$ cat config.mk
export PLATFORM = sky130hd
export DESIGN_NAME = xram_window_mapper
export DESIGN_NICKNAME = d
export VERILOG_FILES = /design/src/rtl/xram_pkg.sv /design/src/rtl/xram_decode.sv /design/src/rtl/xram_bank_regs.sv /design/src/rtl/xram_bus_fsm.sv /design/src/rtl/xram_window_mapper.sv
export SDC_FILE = /design/constraint.sdc
export NUM_CORES = 1
export LEC_CHECK = 0
export BUFFER_PORTS_ARGS = -buffer_cell sky130_fd_sc_hd__buf_4
export CAP_MARGIN = 40
export CELL_PAD_IN_SITES_DETAIL_PLACEMENT = 0
export CELL_PAD_IN_SITES_GLOBAL_PLACEMENT = 2
export CORE_UTILIZATION = 28
export CTS_CLUSTER_DIAMETER = 40
export DETAILED_ROUTE_END_ITERATION = 8
export PLACE_DENSITY = 0.81
export REMOVE_ABC_BUFFERS = 1
export SKIP_LAST_GASP = 1
export SLEW_MARGIN = 20
export SYNTH_ARGS = -nofsm -noshare
export SYNTH_HDL_FRONTEND = slang
export SYNTH_SLANG_ARGS = --single-unit
$ cat constraint.sdc
create_clock -name clk -period 1.9 [get_ports clk]
set_input_delay 0.095 -clock clk [delete_from_list [all_inputs] [get_ports clk]]
set_output_delay 0.095 -clock clk [all_outputs]
set_load 0.01 [all_outputs]
$ cat src/rtl/xram_pkg.sv
package xram_pkg;

    // Bus-phase states, one per PHI2 phase classification
    typedef enum logic [2:0] {
        ST_PHI_LOW = 3'd0,
        ST_WIN_RD  = 3'd1,
        ST_WIN_WR  = 3'd2,
        ST_REG_RD  = 3'd3,
        ST_REG_WR  = 3'd4,
        ST_OFF_MAP = 3'd5
    } bus_state_e;

endpackage

$ cat src/rtl/xram_decode.sv
module xram_decode #(
    parameter int ADDR_W    = 16,
    parameter int PAGE_BITS = 13,
    parameter int SEL_W     = 8,
    parameter int MAP_BANK  = 255,
    localparam int HI_W     = ADDR_W - PAGE_BITS,
    localparam int SUB_W    = HI_W - 2
) (
    input  logic [HI_W-1:0]  addr_hi,
    input  logic [SEL_W-1:0] rom_bank,
    input  logic             io_sel,
    output logic             win_hit,
    output logic [SUB_W-1:0] sub_sel
);

    logic bank_match;
    logic rom_area;

    // first level: compare the bank selector and detect the top quarter
    always_comb begin
        bank_match = (rom_bank == SEL_W'(MAP_BANK));
        rom_area   = &addr_hi[HI_W-1:HI_W-2];
    end

    // second level: combine; the I/O slot never overlaps the window
    always_comb begin
        win_hit = bank_match && rom_area && !io_sel;
        sub_sel = addr_hi[SUB_W-1:0];
    end

endmodule

$ cat src/rtl/xram_bank_regs.sv
module xram_bank_regs #(
    parameter int DATA_W  = 8,
    parameter int BANK_W  = 16,
    parameter int NUM_WIN = 2,
    localparam int BYTES_PER = BANK_W / DATA_W,
    localparam int NUM_REGS  = NUM_WIN * BYTES_PER,
    localparam int OFF_W     = $clog2(NUM_REGS)
) (
    input  logic                      clk,
    input  logic                      rst_n,
    input  logic                      wr_en,
    input  logic [OFF_W-1:0]          wr_off,
    input  logic [DATA_W-1:0]         wr_data,
    input  logic [OFF_W-1:0]          rd_off,
    output logic [DATA_W-1:0]         rd_data,
    output logic [NUM_WIN*BANK_W-1:0] pages
);

    logic [DATA_W-1:0] byte_q [NUM_REGS];

    // one byte register per slot offset; offset k maps to bits k*DATA_W
    for (genvar k = 0; k < NUM_REGS; k++) begin : g_byte
        always_ff @(posedge clk) begin
            if (!rst_n) begin
                byte_q[k] <= '0;
            end else if (wr_en && (wr_off == OFF_W'(k))) begin
                byte_q[k] <= wr_data;
            end
        end
        assign pages[k*DATA_W +: DATA_W] = byte_q[k];
    end

    always_comb begin
        rd_data = byte_q[rd_off];
    end

endmodule

$ cat src/rtl/xram_bus_fsm.sv
module xram_bus_fsm
    import xram_pkg::*;
#(
    parameter int DATA_W = 8,
    parameter int OFF_W  = 2
) (
    input  logic              clk,
    input  logic              rst_n,
    input  logic              phi2,
    input  logic              win_hit,
    input  logic              io_sel,
    input  logic              cpu_rw,
    input  logic [OFF_W-1:0]  cpu_off,
    input  logic [DATA_W-1:0] cpu_wdata,
    output bus_state_e        state,
    output logic              commit,
    output logic [OFF_W-1:0]  commit_off,
    output logic [DATA_W-1:0] commit_data
);

    bus_state_e        state_nx;
    logic [OFF_W-1:0]  off_lat;
    logic [DATA_W-1:0] data_lat;

    always_comb begin
        state_nx = ST_PHI_LOW;
        unique case (state)
            ST_PHI_LOW, ST_WIN_RD, ST_WIN_WR,
            ST_REG_RD, ST_REG_WR, ST_OFF_MAP: begin
                if (!phi2)       state_nx = ST_PHI_LOW;
                else if (io_sel) state_nx = cpu_rw ? ST_REG_RD : ST_REG_WR;
                else if (win_hit) state_nx = cpu_rw ? ST_WIN_RD : ST_WIN_WR;
                else             state_nx = ST_OFF_MAP;
            end
            default: state_nx = ST_PHI_LOW;
        endcase
    end

    // state register
    always_ff @(posedge clk) begin
        if (!rst_n) state <= ST_PHI_LOW;
        else        state <= state_nx;
    end

    // transparent capture of slot offset and data while PHI2 is high
    always_ff @(posedge clk) begin
        if (!rst_n) begin
            off_lat  <= '0;
            data_lat <= '0;
        end else if (phi2) begin
            off_lat  <= cpu_off;
            data_lat <= cpu_wdata;
        end
    end

    // outputs: commit on the falling PHI2 edge out of a slot write
    always_comb begin
        commit      = (state == ST_REG_WR) && !phi2;
        commit_off  = off_lat;
        commit_data = data_lat;
    end

endmodule

$ cat src/rtl/xram_window_mapper.sv
module xram_window_mapper
    import xram_pkg::*;
#(
    parameter int ADDR_W    = 16,
    parameter int DATA_W    = 8,
    parameter int PAGE_BITS = 13,
    parameter int BANK_W    = 16,
    parameter int SEL_W     = 8,
    parameter int MAP_BANK  = 255,
    localparam int HI_W     = ADDR_W - PAGE_BITS,
    localparam int SUB_W    = HI_W - 2,
    localparam int NUM_WIN  = 1 << SUB_W,
    localparam int PHYS_W   = BANK_W + PAGE_BITS,
    localparam int OFF_W    = $clog2(NUM_WIN * BANK_W / DATA_W)
) (
    input  logic              clk,
    input  logic              rst_n,
    input  logic              phi2,
    input  logic [ADDR_W-1:0] cpu_addr,
    input  logic              cpu_rw,
    input  logic [DATA_W-1:0] cpu_wdata,
    input  logic [SEL_W-1:0]  rom_bank,
    input  logic              io_sel,
    input  logic [DATA_W-1:0] ram_rdata,
    output logic [PHYS_W-1:0] ram_addr,
    output logic [DATA_W-1:0] ram_wdata,
    output logic              ram_cs_n,
    output logic              ram_oe_n,
    output logic              ram_we_n,
    output logic [DATA_W-1:0] cpu_rdata,
    output logic              cpu_rdata_oe
);

    logic                      win_hit;
    logic [SUB_W-1:0]          sub_sel;
    logic [NUM_WIN*BANK_W-1:0] pages;
    logic [DATA_W-1:0]         reg_rdata;
    bus_state_e                state;
    logic                      commit;
    logic [OFF_W-1:0]          commit_off;
    logic [DATA_W-1:0]         commit_data;
    logic                      cs_act;

    xram_decode #(
        .ADDR_W(ADDR_W), .PAGE_BITS(PAGE_BITS),
        .SEL_W(SEL_W), .MAP_BANK(MAP_BANK)
    ) u_decode (
        .addr_hi (cpu_addr[ADDR_W-1:PAGE_BITS]),
        .rom_bank(rom_bank),
        .io_sel  (io_sel),
        .win_hit (win_hit),
        .sub_sel (sub_sel)
    );

    xram_bus_fsm #(
        .DATA_W(DATA_W), .OFF_W(OFF_W)
    ) u_fsm (
        .clk        (clk),
        .rst_n      (rst_n),
        .phi2       (phi2),
        .win_hit    (win_hit),
        .io_sel     (io_sel),
        .cpu_rw     (cpu_rw),
        .cpu_off    (cpu_addr[OFF_W-1:0]),
        .cpu_wdata  (cpu_wdata),
        .state      (state),
        .commit     (commit),
        .commit_off (commit_off),
        .commit_data(commit_data)
    );

    xram_bank_regs #(
        .DATA_W(DATA_W), .BANK_W(BANK_W), .NUM_WIN(NUM_WIN)
    ) u_regs (
        .clk    (clk),
        .rst_n  (rst_n),
        .wr_en  (commit),
        .wr_off (commit_off),
        .wr_data(commit_data),
        .rd_off (cpu_addr[OFF_W-1:0]),
        .rd_data(reg_rdata),
        .pages  (pages)
    );

    // strobes: decode AND phase, then split by direction
    always_comb begin
        cs_act    = win_hit && phi2;
        ram_cs_n  = !cs_act;
        ram_oe_n  = !(cs_act && cpu_rw);
        ram_we_n  = !(cs_act && !cpu_rw);
        ram_addr  = {pages[sub_sel*BANK_W +: BANK_W], cpu_addr[PAGE_BITS-1:0]};
        ram_wdata = cpu_wdata;
    end

    // readback toward the CPU
    always_comb begin
        cpu_rdata_oe = phi2 && cpu_rw && (win_hit || io_sel);
        cpu_rdata    = io_sel ? reg_rdata : ram_rdata;
    end

endmodule

==> metrics.log <==
[metrics] status: completed
[metrics] delay-heaviest family, CP: multiplexers
[metrics] post-detailed-route count of antenna-violating nets: 0
[metrics] vertical die dimension: 95.66 µm
[metrics] maximum single-stage delay on the critical path: 0.48 ns
[metrics] Least-Margin Pin Slew: 0.4144 ns
[metrics] Post-CTS Setup Inserts: 0
[metrics] worst rel slew slack: 72.17%
[metrics] synthesized flop and latch total: 45
[metrics] source of the worst hold timing path: cpu_wdata[4]
[metrics] total power after layout: 2.082 mW
[metrics] RD Place Congestion: 0.7389
[metrics] most common library cells after synthesis: 32 x and2_1, 32 x edfxtp_1, 24 x mux2_2
[metrics] vias in the first global route: 1596
[metrics] cell type of the slowest stage on the worst timing path: mux4_2
[metrics] layout net count: 292
[metrics] number of DRC markers after the initial detailed-route iteration: 75
[metrics] sequential cell area fraction in the yosys report: 49.72%
[metrics] Worst Path Required: 1.80 ns
[metrics] detail-routed via count per cell: 4.643
[metrics] starting density of the core: 29.45%
[metrics] count of mapped cells out of synthesis: 191
[metrics] main area contributors after synthesis: edfxtp_1 39%, mux2_2 11%, dfxtp_1 11%, and2_1 8.2%, mux4_2 7.3%
[metrics] layout filler cell count: 838
[metrics] combined area of all synthesized cells: 2456 µm²
[metrics] clock network fraction of design power: 30.3%
[metrics] Port Buffers: 71
[metrics] pins over their slew limit: 0
[metrics] worst skew pair latency: 0.29 ns
[metrics] CP bufs+invs: 1
[metrics] max-capacitance violation count: 0
[metrics] detailed-routing iteration count for the pre-antenna-repair pass: 4
[metrics] area of the core region: 8341 µm²
[metrics] width of the chip: 95.66 µm
[metrics] achievable frequency: 0.5863 GHz
[metrics] total internal power: 1.603 mW
[metrics] arrival time at the worst endpoint: 1.61 ns
[metrics] cell breakdown of the critical path: mux4_2, mux2_2, buf_4
[metrics] pin count of the biggest net entering global routing: 17
[metrics] unrepaired setup endpoints after global routing: no
[metrics] Net Switching: 0.4782 mW
[metrics] register share of total power: 53.9%
[metrics] count of flip-flops with a built-in enable after synthesis: 32
[metrics] Die Footprint: 9150 µm²
[metrics] CTS H-tree lvls: 2
[metrics] share of synthesized flip-flops with an asynchronous set or reset: 0%
[metrics] static leakage power: 1.283 nW
[metrics] fin cells: 353
[metrics] antenna violations before repair: 0
[metrics] area growth from synthesis to final layout: 25.17%
[metrics] total area of multi-input combinational cells: 1023 µm²
[metrics] most frequently used flop master after synthesis: edfxtp_1
[metrics] category of the worst setup path launch point: flop
[metrics] final hold violation count: 0
[metrics] buffer depth of the longest clock path: 2
[metrics] fraction of final layout cells with drive strength greater than 1: 50.40%
[metrics] area fraction of the dominant cell type after synthesis: 39.12%
[metrics] distinct cell type count after synthesis: 30
[metrics] global-route wire length before repair: 8383 µm
[metrics] Critical Path Fanout Max: 2
[metrics] Post-Route Skew: 0.003126 ns
[metrics] Total GRT Usage: 12.83%
[metrics] Worst-path clk slew: 0.08 ns
[metrics] Setup Crit Path Kind: reg2out
[metrics] post-cts gate resize count: 0
[metrics] total placed cells including tap cells: 345
[metrics] power density of the placed cells: 677.1 nW/µm²
[metrics] global-route congestion overflow total: 0
[metrics] HPWL reported at the end of detailed placement: 4058 µm
[metrics] leading area contributor after synthesis: edfxtp_1
[metrics] area occupied by registers: 1221 µm²
[metrics] Switching Fraction: 22.98%
[metrics] Setup TNS: 0 ns
[metrics] slack of the worst reg-to-reg path: 0.25 ns
[metrics] Ant. Diodes: 0
[metrics] clk sinks: 45
[metrics] Avg Cell Area, Syn: 12.86 µm²
[metrics] Crit. Startpoint: u_regs.byte_q[1][4]
[metrics] R2R Path Start: u_fsm.state[0]
[metrics] Period minus WS final: 1.706 ns
[metrics] number of ports placed on the die boundary: 94
[metrics] total via count after detailed routing: 1639
[metrics] number of clock buffers inserted by TritonCTS: 5
[metrics] final clock period utilization by the worst path: 89.77%
[metrics] CTS tree: yes
[metrics] Tightest Hold Check Type: in2reg
[metrics] routed wire length: 5444 µm
[metrics] library cell used as clock root buffer: clkbuf_8
[metrics] total of warnings raised by yosys: 0
[metrics] final routed wire length divided by cell count: 15.42 µm
[metrics] power share of the combinational group: 15.8%
[metrics] peak supply drop: 0.2975 mV
[metrics] number of hold-repair buffers added at the cts stage: 0
[metrics] Cell Rows: 33
[metrics] kind of end point of the critical path: primary output
[metrics] remaining routing DRC violations: 0
[metrics] Setup Viol. Count Final: 0
final cells by class:
| cell class | count | area share [%] |
|---|---|---|
| inverter | 1 | 0.1221 |
| multi-input combinational | 115 | 33.29 |
| clock buffer | 7 | 3.134 |
| sequential | 45 | 39.72 |
| timing repair buffer | 79 | 19.29 |
| tap | 105 | 4.274 |
| clock inverter | 1 | 0.1628 |
flip-flops by register name (all words and copies together) (netlist names):
register,flops
u_fsm.commit_data,8
u_fsm.commit_off,2
u_fsm.state,3
u_regs.byte_q,32
stage by stage:
stage	setup WS, ns	area, µm²	utilization [%]	hold WS [ns]
floorplan	-0.1023	2248	-	0.1900
global placement	0.2703	2973	35.64	0.1901
detailed placement	0.2582	2973	35.64	0.1901
CTS	0.1894	3074	36.86	0.04317
global route	0.1374	3074	36.86	0.05078
finish	0.1943	3074	36.86	0.04539
per-layer routing:
| layer | global-route usage [%] | up-vias | wire [µm] |
|---|---|---|---|
| li1 | - | 787 | - |
| met4 | 4.975 | 0 | 84 |
| met2 | 20.89 | 65 | 2649 |
| met1 | 16.27 | 780 | 2371 |
| met3 | 3.270 | 7 | 339 |
| met5 | 0 | - | 0 |
logic make-up (layout without fill, tap and decap cells):
group | count (synthesis) | in the layout | share of synthesized area [%]
compound gates | 6 | 6 | 1.681
mux | 42 | 42 | 22.41
buf+inv | 31 | 88 | 8.609
flops | 45 | 45 | 49.72
simple gates | 67 | 67 | 17.58
cells in the final DEF, fill, tap and decap left out:
master    count
and2_1       32
buf_4        79
clkbuf_8      7
clkinv_2      1
dfxtp_1      13
edfxtp_1     32
inv_1         1
mux2_2       24
mux2i_1      10
mux4_2        8
nand2_1       5
nand2b_1      2
nand3_1       2
nand3b_1      1
nand4_1       2
nor2_1       10
nor2b_1       2
nor3_1        2
nor3_4        3
nor3b_1       1
nor4_1        2
nor4_4        1
o211a_1       1
o21ai_0       3
o31ai_1       1
o41ai_1       1
or2_2         1
or4b_4        1
worst paths after layout:
path	cells after the start	end
setup / recovery	3	cpu_rdata[4]
hold / removal	3	u_fsm.commit_data[4]
setup reg to reg	3	u_regs.byte_q[1][5]
hold reg to reg	2	u_fsm.commit_data[0]
worst min-delay path, cell delays in order:
cell and delay [ns]:
buf_4 0.08, mux2i_1 0.05, nor2_1 0.07
power groups by stage:
stage               combinational (mW)  clock [mW]  sequential, mW
finish                           0.330       0.630            1.12
global route                     0.358       0.685            1.13
global placement                 0.332           0            1.14
CTS                              0.336       0.647            1.12
detailed placement               0.335           0            1.14
floorplan                        0.142           0            1.13
No activity file was read; power rests on OpenSTA's default activity.
